==> src/rtl/trap_pkg.sv <==
package trap_pkg;
   localparam int unsigned CODE_W = 5;

   localparam logic [CODE_W-1:0] CODE_INTR   = 5'd0;
   localparam logic [CODE_W-1:0] CODE_TLB_LD = 5'd2;
   localparam logic [CODE_W-1:0] CODE_TLB_ST = 5'd3;

   typedef enum logic [1:0] {
      WSEL_EPC    = 2'd0,
      WSEL_STATUS = 2'd1,
      WSEL_CAUSE  = 2'd2,
      WSEL_NONE   = 2'd3
   } wsel_e;

   typedef enum logic [1:0] {
      CLS_TLB   = 2'd0,
      CLS_INTR  = 2'd1,
      CLS_OTHER = 2'd2
   } exc_class_e;

   function automatic exc_class_e classify(input logic [CODE_W-1:0] code);
      if (code == CODE_TLB_LD || code == CODE_TLB_ST) return CLS_TLB;
      if (code == CODE_INTR) return CLS_INTR;
      return CLS_OTHER;
   endfunction
endpackage

==> src/rtl/trap_vec_sel.sv <==
module trap_vec_sel
   import trap_pkg::*;
#(
   parameter int unsigned       ADDR_W      = 32,
   parameter logic [ADDR_W-1:0] BASE_NORMAL = 32'h8000_0000,
   parameter logic [ADDR_W-1:0] BASE_BOOT   = 32'hBFC0_0200,
   parameter logic [ADDR_W-1:0] OFF_REFILL  = 32'h0000_0000,
   parameter logic [ADDR_W-1:0] OFF_GENERAL = 32'h0000_0180,
   parameter logic [ADDR_W-1:0] OFF_INTVEC  = 32'h0000_0200,
   parameter bit                COMBINE_OR  = 1'b0
) (
   input  logic              exl,
   input  logic              bev,
   input  logic              iv,
   input  logic              tlb_nomatch,
   input  logic [CODE_W-1:0] code,
   output logic [ADDR_W-1:0] target
);
   localparam logic [ADDR_W-1:0] OFF_MASK = OFF_REFILL | OFF_GENERAL | OFF_INTVEC;

   exc_class_e        cls;
   logic [ADDR_W-1:0] offset;
   logic [ADDR_W-1:0] base;

   always_comb begin
      cls = classify(code);
      if (exl) begin
         offset = OFF_GENERAL;
      end else begin
         unique case (cls)
            CLS_TLB:  offset = tlb_nomatch ? OFF_REFILL : OFF_GENERAL;
            CLS_INTR: offset = iv ? OFF_INTVEC : OFF_GENERAL;
            default:  offset = OFF_GENERAL;
         endcase
      end
      base = bev ? BASE_BOOT : BASE_NORMAL;
   end

   generate
      if (COMBINE_OR) begin : g_or_combine
         if (((BASE_NORMAL | BASE_BOOT) & OFF_MASK) != '0) begin : g_bad_align
            $error("trap_vec_sel: OR combine needs bases clear of offset bits");
         end
         assign target = base | offset;
      end else begin : g_add_combine
         assign target = base + offset;
      end
   endgenerate
endmodule

==> src/rtl/trap_state_regs.sv <==
module trap_state_regs
   import trap_pkg::*;
#(
   parameter int unsigned ADDR_W     = 32,
   parameter int unsigned INSN_BYTES = 4,
   parameter int unsigned EXL_BIT    = 1,
   parameter int unsigned BEV_BIT    = 22,
   parameter int unsigned IV_BIT     = 23,
   parameter bit          BEV_RESET  = 1'b0
) (
   input  logic              clk,
   input  logic              rst_n,
   input  logic              take_exc,
   input  logic              take_ret,
   input  logic              take_wr,
   input  wsel_e             wr_sel,
   input  logic [ADDR_W-1:0] wr_data,
   input  logic [CODE_W-1:0] code,
   input  logic [ADDR_W-1:0] pc,
   input  logic              in_dslot,
   output logic [ADDR_W-1:0] epc,
   output logic              exl,
   output logic              bev,
   output logic              iv,
   output logic              bd,
   output logic [CODE_W-1:0] cause_code
);
   localparam logic [ADDR_W-1:0] SLOT_STEP = ADDR_W'(INSN_BYTES);

   logic              save_ctx;
   logic [ADDR_W-1:0] save_pc;

   assign save_ctx = take_exc & ~exl;
   assign save_pc  = in_dslot ? (pc - SLOT_STEP) : pc;

   always_ff @(posedge clk) begin
      if (!rst_n) begin
         epc <= '0;
         bd  <= 1'b0;
      end else if (save_ctx) begin
         epc <= save_pc;
         bd  <= in_dslot;
      end else if (take_wr && wr_sel == WSEL_EPC) begin
         epc <= wr_data;
      end
   end

   always_ff @(posedge clk) begin
      if (!rst_n) begin
         exl <= 1'b0;
         bev <= BEV_RESET;
      end else if (take_exc) begin
         exl <= 1'b1;
      end else if (take_ret) begin
         exl <= 1'b0;
      end else if (take_wr && wr_sel == WSEL_STATUS) begin
         exl <= wr_data[EXL_BIT];
         bev <= wr_data[BEV_BIT];
      end
   end

   always_ff @(posedge clk) begin
      if (!rst_n) begin
         iv         <= 1'b0;
         cause_code <= '0;
      end else if (take_exc) begin
         cause_code <= code;
      end else if (take_wr && wr_sel == WSEL_CAUSE) begin
         iv <= wr_data[IV_BIT];
      end
   end
endmodule

==> src/rtl/trap_redirect_reg.sv <==
module trap_redirect_reg #(
   parameter int unsigned ADDR_W = 32
) (
   input  logic              clk,
   input  logic              rst_n,
   input  logic              fire,
   input  logic [ADDR_W-1:0] next_pc,
   output logic              redirect,
   output logic [ADDR_W-1:0] redirect_pc
);
   always_ff @(posedge clk) begin
      if (!rst_n) begin
         redirect    <= 1'b0;
         redirect_pc <= '0;
      end else begin
         redirect <= fire;
         if (fire) redirect_pc <= next_pc;
      end
   end
endmodule

==> src/rtl/trap_entry_unit.sv <==
module trap_entry_unit
   import trap_pkg::*;
#(
   parameter int unsigned       ADDR_W      = 32,
   parameter int unsigned       INSN_BYTES  = 4,
   parameter int unsigned       EXL_BIT     = 1,
   parameter int unsigned       BEV_BIT     = 22,
   parameter int unsigned       IV_BIT      = 23,
   parameter bit                BEV_RESET   = 1'b0,
   parameter bit                COMBINE_OR  = 1'b0,
   parameter logic [ADDR_W-1:0] BASE_NORMAL = 32'h8000_0000,
   parameter logic [ADDR_W-1:0] BASE_BOOT   = 32'hBFC0_0200,
   parameter logic [ADDR_W-1:0] OFF_REFILL  = 32'h0000_0000,
   parameter logic [ADDR_W-1:0] OFF_GENERAL = 32'h0000_0180,
   parameter logic [ADDR_W-1:0] OFF_INTVEC  = 32'h0000_0200
) (
   input  logic              clk,
   input  logic              rst_n,
   input  logic              exc_req,
   input  logic [4:0]        exc_code,
   input  logic              exc_tlb_nomatch,
   input  logic [ADDR_W-1:0] exc_pc,
   input  logic              exc_in_dslot,
   input  logic              eret_req,
   input  logic              sw_wr_en,
   input  logic [1:0]        sw_wr_sel,
   input  logic [ADDR_W-1:0] sw_wr_data,
   output logic [ADDR_W-1:0] epc_o,
   output logic              exl_o,
   output logic              bev_o,
   output logic              iv_o,
   output logic              bd_o,
   output logic [4:0]        cause_code_o,
   output logic              redirect_o,
   output logic [ADDR_W-1:0] redirect_pc_o
);
   localparam int unsigned TOP_FIELD = (IV_BIT > BEV_BIT) ? IV_BIT : BEV_BIT;

   generate
      if (TOP_FIELD >= ADDR_W || EXL_BIT >= ADDR_W) begin : g_bad_field
         $error("trap_entry_unit: control field beyond data width");
      end
      if (CODE_W != 5) begin : g_bad_code
         $error("trap_entry_unit: exception code width must be 5");
      end
      if (INSN_BYTES == 0) begin : g_bad_step
         $error("trap_entry_unit: instruction size must be nonzero");
      end
   endgenerate

   logic              take_exc;
   logic              take_ret;
   logic              take_wr;
   logic [ADDR_W-1:0] vec_target;
   logic [ADDR_W-1:0] next_pc;

   assign take_exc = exc_req;
   assign take_ret = eret_req & ~exc_req;
   assign take_wr  = sw_wr_en & ~exc_req & ~eret_req;
   assign next_pc  = take_exc ? vec_target : epc_o;

   trap_vec_sel #(
      .ADDR_W      (ADDR_W),
      .BASE_NORMAL (BASE_NORMAL),
      .BASE_BOOT   (BASE_BOOT),
      .OFF_REFILL  (OFF_REFILL),
      .OFF_GENERAL (OFF_GENERAL),
      .OFF_INTVEC  (OFF_INTVEC),
      .COMBINE_OR  (COMBINE_OR)
   ) u_vec (
      .exl         (exl_o),
      .bev         (bev_o),
      .iv          (iv_o),
      .tlb_nomatch (exc_tlb_nomatch),
      .code        (exc_code),
      .target      (vec_target)
   );

   trap_state_regs #(
      .ADDR_W     (ADDR_W),
      .INSN_BYTES (INSN_BYTES),
      .EXL_BIT    (EXL_BIT),
      .BEV_BIT    (BEV_BIT),
      .IV_BIT     (IV_BIT),
      .BEV_RESET  (BEV_RESET)
   ) u_state (
      .clk        (clk),
      .rst_n      (rst_n),
      .take_exc   (take_exc),
      .take_ret   (take_ret),
      .take_wr    (take_wr),
      .wr_sel     (wsel_e'(sw_wr_sel)),
      .wr_data    (sw_wr_data),
      .code       (exc_code),
      .pc         (exc_pc),
      .in_dslot   (exc_in_dslot),
      .epc        (epc_o),
      .exl        (exl_o),
      .bev        (bev_o),
      .iv         (iv_o),
      .bd         (bd_o),
      .cause_code (cause_code_o)
   );

   trap_redirect_reg #(
      .ADDR_W (ADDR_W)
   ) u_redir (
      .clk         (clk),
      .rst_n       (rst_n),
      .fire        (take_exc | take_ret),
      .next_pc     (next_pc),
      .redirect    (redirect_o),
      .redirect_pc (redirect_pc_o)
   );
endmodule

==> config.mk <==
export PLATFORM = sky130hd
export DESIGN_NAME = trap_entry_unit
export DESIGN_NICKNAME = d
export VERILOG_FILES = /design/src/rtl/trap_pkg.sv /design/src/rtl/trap_vec_sel.sv /design/src/rtl/trap_state_regs.sv /design/src/rtl/trap_redirect_reg.sv /design/src/rtl/trap_entry_unit.sv
export SDC_FILE = /design/constraint.sdc
export NUM_CORES = 1
export LEC_CHECK = 0
export CORE_UTILIZATION = 30
export CTS_CLUSTER_SIZE = 28
export DETAILED_ROUTE_END_ITERATION = 16
export DONT_BUFFER_PORTS = 1
export MAX_ROUTING_LAYER = met4
export PLACE_DENSITY_LB_ADDON = 0.12
export SETUP_SLACK_MARGIN = 0.5
export SLEW_MARGIN = 40
export SYNTH_ARGS = -nofsm -noshare
export SYNTH_HDL_FRONTEND = slang
export SYNTH_HIERARCHICAL = 1
export SYNTH_SLANG_ARGS = --single-unit
==> constraint.sdc <==
create_clock -name clk -period 1.9 [get_ports clk]
set_clock_uncertainty 0.15 [all_clocks]
set_input_delay 0.19 -clock clk [delete_from_list [all_inputs] [get_ports clk]]
set_output_delay 0.19 -clock clk [all_outputs]
set_load 0.005 [all_outputs]
Word-level counts from Yosys, hierarchy flattened

Cells that the tools add are included.

Register bits after elaboration: 74
Input port bits: 78
Output and inout bits: 74
Logic and storage cells: 54

Add/sub/neg operators: 2
Equal/unequal tests: 5
Multiplexer cells: 19
Bitwise operators: 9
Reductions and logical operators: 11

Operators by type and width:

| operator                                            | number |
|---|---|
| 2-to-1 mux 32 bit                                   | 5 |
| one-hot mux 32 bit (2 select lines)                 | 1 |
| adder 32 bit                                        | 1 |
| subtractor 32 x 3 -> 32 bit (second input constant) | 1 |
| 2-to-1 mux 30 bit                                   | 1 |
| == test 5 x 2 -> 1 bit (second input constant)      | 2 |
| 2-to-1 mux 10 bit                                   | 1 |
| 2-to-1 mux 9 bit                                    | 1 |
| 2-to-1 mux 2 bit                                    | 4 |
| 2-to-1 mux 1 bit                                    | 6 |
| zero test 5 bit                                     | 1 |
| bitwise AND 1 bit                                   | 4 |
| == test 2 x 1 -> 1 bit (second input constant)      | 2 |
| zero test 2 bit                                     | 2 |
| NOT 1 bit                                           | 4 |
| logical AND 1 bit                                   | 3 |
| AND reduction 3 bit                                 | 1 |
| nonzero test 3 bit                                  | 1 |
| == test 2 bit (second input constant)               | 1 |
| AND reduction 2 bit                                 | 1 |
| nonzero test 2 bit                                  | 1 |
| logical OR 1 bit                                    | 1 |
| OR 1 bit                                            | 1 |

Longest topological paths before layout

Depth after elaboration: 11
Mapped depth: 8
Depth with buffers taken out: 6

Cells and area by module

The synthesis kept the hierarchy.

By module, submodules not included:

| module            | instances | cells an instance | area an instance (um2) | sequential area each (um2) |
|---|---|---|---|---|
| trap_state_regs   | 1         | 296               | 2563.7                 | 820.8 |
| trap_redirect_reg | 1         | 105               | 1270.0                 | 660.6 |
| trap_entry_unit   | 1         | 39                | 548.0                  | 0.0 |
| trap_vec_sel      | 1         | 37                | 272.8                  | 0.0 |

Worst setup path after synthesis

No wires, ideal clock.

Path kind: input port to flip-flop
From: input exc_req
To: register u_state.epc[14]
Setup time: 0.132 ns
Arrival time: 1.829 ns
Data required time: 1.618 ns
Slack: -0.211 ns
Stages: 8
Path buffers: 3
Cell sequence: buf_6 buf_8 nor3b_1 nor3b_2 buf_2 mux2_2 o21ai_0 a21oi_1

Cells in the longest elaborated chain, start to end: 5
Elaborated cells between the ends (all ways): 7
Those cells by class: mux: 1; bitwise: 4; reduce/logical: 2

Ends and longest elaborated chain:

| what                            | line                  | text |
|---|---|---|
| start, declared                 | trap_entry_unit.sv:19 | `input logic exc_req,` |
| NOT 1 bit (no line)             | n/a                   |  |
| bitwise AND 1 bit (2 in series) | trap_entry_unit.sv:59 | `assign take_wr = sw_wr_en & ~exc_req & ~eret_req;` |
| named net take_wr               | trap_entry_unit.sv:53 | `logic take_wr;` |
| logical AND 1 bit               | trap_state_regs.sv:43 | `end else if (take_wr && wr_sel == WSEL_EPC) begin` |
| nonzero test 2 bit (no line)    | n/a                   |  |
| end signal, assigned            | trap_state_regs.sv:41 | `epc <= save_pc;` |
| end signal, assigned            | trap_state_regs.sv:44 | `epc <= wr_data;` |
| end, declared                   | trap_state_regs.sv:21 | `output logic [ADDR_W-1:0] epc,` |

The timed path passes the listed nets, and every way through them passes these cells.
A chain may end at the register's enable or synchronous reset.

Worst setup path after layout

From: register u_state.exl
To: register u_redir.redirect_pc[9]

Cells in the longest elaborated chain, start to end: 3

Ends and longest elaborated chain:

| what                    | line                    | text |
|---|---|---|
| start, declared         | trap_state_regs.sv:22   | `output logic exl,` |
| start signal, assigned  | trap_state_regs.sv:57   | `exl <= wr_data[EXL_BIT];` |
| 2-to-1 mux 32 bit       | trap_vec_sel.sv:27      | `if (exl) begin` |
| adder 32 bit            | trap_vec_sel.sv:46      | `assign target = base + offset;` |
| named net vec_target[9] | trap_entry_unit.sv:54   | `logic [ADDR_W-1:0] vec_target;` |
| 2-to-1 mux 32 bit       | trap_entry_unit.sv:60   | `assign next_pc = take_exc ? vec_target : epc_o;` |
| named net next_pc[9]    | trap_entry_unit.sv:55   | `logic [ADDR_W-1:0] next_pc;` |
| end signal, assigned    | trap_redirect_reg.sv:17 | `if (fire) redirect_pc <= next_pc;` |
| end, declared           | trap_redirect_reg.sv:9  | `output logic [ADDR_W-1:0] redirect_pc` |

The timed path passes the listed nets, and every way through them passes these cells.

==> metrics.md <==
| Metric | Value |
|---|---|
| Status | finished, violations left |
| Failing checks | hold timing |
| Wirelength, routed | 13840 um |
| Routed Antenna Nets | 0 |
| Num CTS Buffers | 9 |
| Crit share post-route | 0.9373 |
| Global-route wire length before repair | 21500 um |
| Core Region | 0.01515 mm^2 |
| Io pins | 152 |
| Die W | 126.6 um |
| Lkg Pwr | 2.471 nW |
| Root Buffer | clkbuf_16 |
| Final nets | 590 |
| Hold Crit Depth | 2 |
| Required @ worst endpoint | 1.98 ns |
| Syn Area/Cell | 9.758 um^2 |
| Largest net degree at the start of global routing | 75 |
| Total GRT Usage | 0.1800 |
| Tmin final | 1.781 ns |
| Worst r2r src | u_state/exl$_SDFFE_PN0P_ |
| PortBufs | 0 |
| Antenna violations before repair | 0 |
| Max IR drop VDD | 0.4106 mV |
| FMAX | 561.5 MHz |
| Reg2reg end | u_redir/redirect_pc[9]$_SDFFE_PN0P_ |
| Synth Cell Area | 0.004654 mm^2 |
| Min-delay src | rst_n |
| Synth Warn # | 6 |
| Initial core utilization | 0.3073 |
| Syn Inst Count | 477 |
| DR vias | 3596 |
| Vias in the first global route | 3710 |
| FF-to-FF path depth | 6 |
| Worst setup path class | register to register |
| Vias per cell | 5.115 |
| Synth unique cells | 54 |
| WL/cell | 19.69 um |
| Detailed Place HPWL | 9018 um |
| Hold Crit Class | input port to register |
| Final setup violation count | 0 |
| Hold Violations, Final | 68 |
| Layout cells sized above 1 | 0.3689 |
| Reg clk slew, reported paths | 0.06 ns |
| Flop-to-flop setup slack | 0.12 ns |
| Setup TNS | 0 ns |
| Post-synth EDFFs | 0 |
| CTS tree | yes |
| Area grow syn2layout | 28.41% |
| Crit start category | register |
| # rows | 45 |
| Clock Sinks | 74 |
| Slew Viols, Final | 0 |
| Max Root-Sink Buffers | 2 |
| WHS Endpoint | u_state/epc[30]$_SDFFE_PN0P_ |
| Tot Pwr | 0.004432 W |
| Pwr dens | 741.5 mW/mm^2 |
| # diodes | 0 |
| Die ar. | 0.01602 mm^2 |
| Fin Hold WS | -0.1754 ns |
| First DRT Iteration DRCs | 108 |
| Crit-path max FO | 2 |
| Fill cell count | 1519 |
| Post-synth ARST share | 0 |
| First-pass DRT Iterations | 4 |
| Post-route DRC | 0 |
| Die height | 126.6 um |
| Placer Congestion | 0.7876 |
| Clk_lat worst skew | 0.34 ns |
| Flops & latches, synth | 74 |
| Seq/Total Area, Yosys | 0.3183 |
| Grt ovf | 0 |
| CTS H-tree lvls | 3 |
| Max Cap Violations | 0 |
| RSZ-0062 raised after global routing | true |
| Post-synth top flop | dfxtp_1 |
| Critical Path End Type | register |
| Critical path arrival | 1.86 ns |
[state kept, by name, indices dropped and copies added, names as in the netlist]
register	cells
u_state/epc	32
u_state/exl	1
u_redir/redirect	1
u_redir/redirect_pc	32
u_state/cause_code	5
u_state/iv	1
u_state/bev	1
u_state/bd	1
[routing by layer]
| metal | track usage | vias to the layer above | wire length, um |
|---|---|---|---|
| li1 | - | 1739 | - |
| met1 | 0.2232 | 1749 | 6228 |
| met2 | 0.2811 | 94 | 6566 |
| met3 | 0.05103 | 14 | 849 |
| met4 | 0.05811 | 0 | 196 |
| met5 | - | - | 0 |
[placed cells by master, fill, tap and decap left out, drive strengths merged, types with 2 or more instances in the layout]
cell / n
o31a: 3
o211a: 4
o41ai: 2
and3: 5
bufinv: 2
or4: 9
nand2: 29
nand3b: 4
nor4b: 2
nand2b: 5
inv: 2
mux2: 55
dfxtp: 74
xor2: 6
or2: 3
mux2i: 49
nand4: 4
clkbuf: 13
a21oi: 5
xnor2: 5
nor3b: 2
o21a: 3
nor2: 14
a31oi: 11
o21ai: 27
conb: 20
or3: 7
buf: 53
nor3: 11
ha: 2
nor4: 8
a211oi: 2
nand3: 6
nor2b: 42
dlygate4sd3: 8
o31ai: 9
[synthesized netlist by cell type, types with 3 or more instances]
library cell | n | share of area
xnor2_1 | 5 | 0.0094
a31oi_1 | 11 | 0.015
xor2_1 | 6 | 0.011
mux2_4 | 27 | 0.087
clkbuf_1 | 15 | 0.012
nand2_1 | 29 | 0.023
nand2b_1 | 5 | 0.0067
nor3_1 | 11 | 0.012
o21ai_0 | 27 | 0.029
o31ai_1 | 9 | 0.015
dfxtp_1 | 74 | 0.32
buf_2 | 6 | 0.0065
nand4_1 | 4 | 0.0054
nor2_1 | 14 | 0.011
a21oi_1 | 5 | 0.0054
nor2b_1 | 41 | 0.055
nand3b_1 | 4 | 0.0065
nand3_1 | 4 | 0.0043
mux2_2 | 28 | 0.068
or4_1 | 8 | 0.013
mux2i_1 | 49 | 0.11
nor4_1 | 6 | 0.0081
and3_1 | 5 | 0.0067
buf_6 | 3 | 0.0073
o211a_1 | 4 | 0.0086
o21a_1 | 3 | 0.0048
buf_12 | 5 | 0.022
o31a_1 | 3 | 0.0056
or3_1 | 6 | 0.0081
buf_4 | 29 | 0.047
[cell families after synthesis]
group,count (synthesis),share of synthesized area
DFF,74,0.3183
other,2,0.001614
muxes,104,0.2602
adders and majority gates,2,0.005375
xor gates and xnor gates,11,0.02070
AOI/OAI and AO/OA,68,0.09301
buffers and inverters,61,0.09892
and+or+nand+nor,155,0.2019
[where the power goes]
group,total (W),switching [W],leakage [nW],internal [W]
Clock,0.00196,0.000702,0.165,0.00126
Combinational,0.000712,0.000269,1.69,0.000443
Sequential,0.00176,0.0000994,0.611,0.00166
[stage by stage]
step           instance area (um^2)  worst slack, ns  hold WS [ns]  cells  utilization
4_1_cts                        5713           0.1176       -0.1881    694       0.3772
2_1_floorplan                  4833         0.003417        0.1682    495            -
6_report                       5977           0.1190       -0.1754    703       0.3946
5_1_grt                        5977          0.05465       -0.1935    703       0.3946
3_5_place_dp                   4777          0.06524        0.1748    644       0.3154
3_3_place_gp                   4777          0.09214        0.1719    644       0.3154
[what timing repair did]
action | in CTS | in global routing
pin swaps | 17 | 14
gates resized for setup | 42 | 46
setup buffers | 20 | 7
gates cloned | 7 | 1
endpoints found under the setup margin | 36 | 37
hold buffers | 7 | 1
endpoints found under the hold margin | 74 | 68
[area by class of cell]
| type | count | area (um^2) | share of cell area |
|---|---|---|---|
| clock buffers | 12 | 266.5 | 0.04459 |
| repair buffers | 62 | 785.8 | 0.1315 |
| flip-flops and latches | 74 | 1484 | 0.2483 |
| clock inverters | 4 | 72.57 | 0.01214 |
| multi-input cells | 361 | 3126 | 0.5229 |
| inverters | 2 | 7.507 | 0.001256 |
| well taps | 188 | 235.2 | 0.03936 |
[worst max-delay path, cell delays in order (launching register included)]
cell	delay (ns)
dfxtp_2	0.32
or4_4	0.43
nor2_4	0.10
ha_1	0.23
mux2_4	0.25
mux2i_1	0.13
nor2b_1	0.06
[worst max-delay path by stage]
stage	startpoint	end	cells after the start	slack, ns
2_1_floorplan	exc_req	u_state/epc[27]$_SDFFE_PN0P_	8	0.003
3_3_place_gp	u_state/exl$_SDFFE_PN0P_	u_redir/redirect_pc[9]$_SDFFE_PN0P_	6	0.09
3_5_place_dp	exc_pc[2]	u_state/epc[18]$_SDFFE_PN0P_	7	0.07
4_1_cts	u_state/exl$_SDFFE_PN0P_	u_redir/redirect_pc[9]$_SDFFE_PN0P_	6	0.12
5_1_grt	u_state/exl$_SDFFE_PN0P_	u_redir/redirect_pc[9]$_SDFFE_PN0P_	6	0.05
6_report	u_state/exl$_SDFFE_PN0P_	u_redir/redirect_pc[9]$_SDFFE_PN0P_	6	0.12
(Power assumes the default switching activity.)
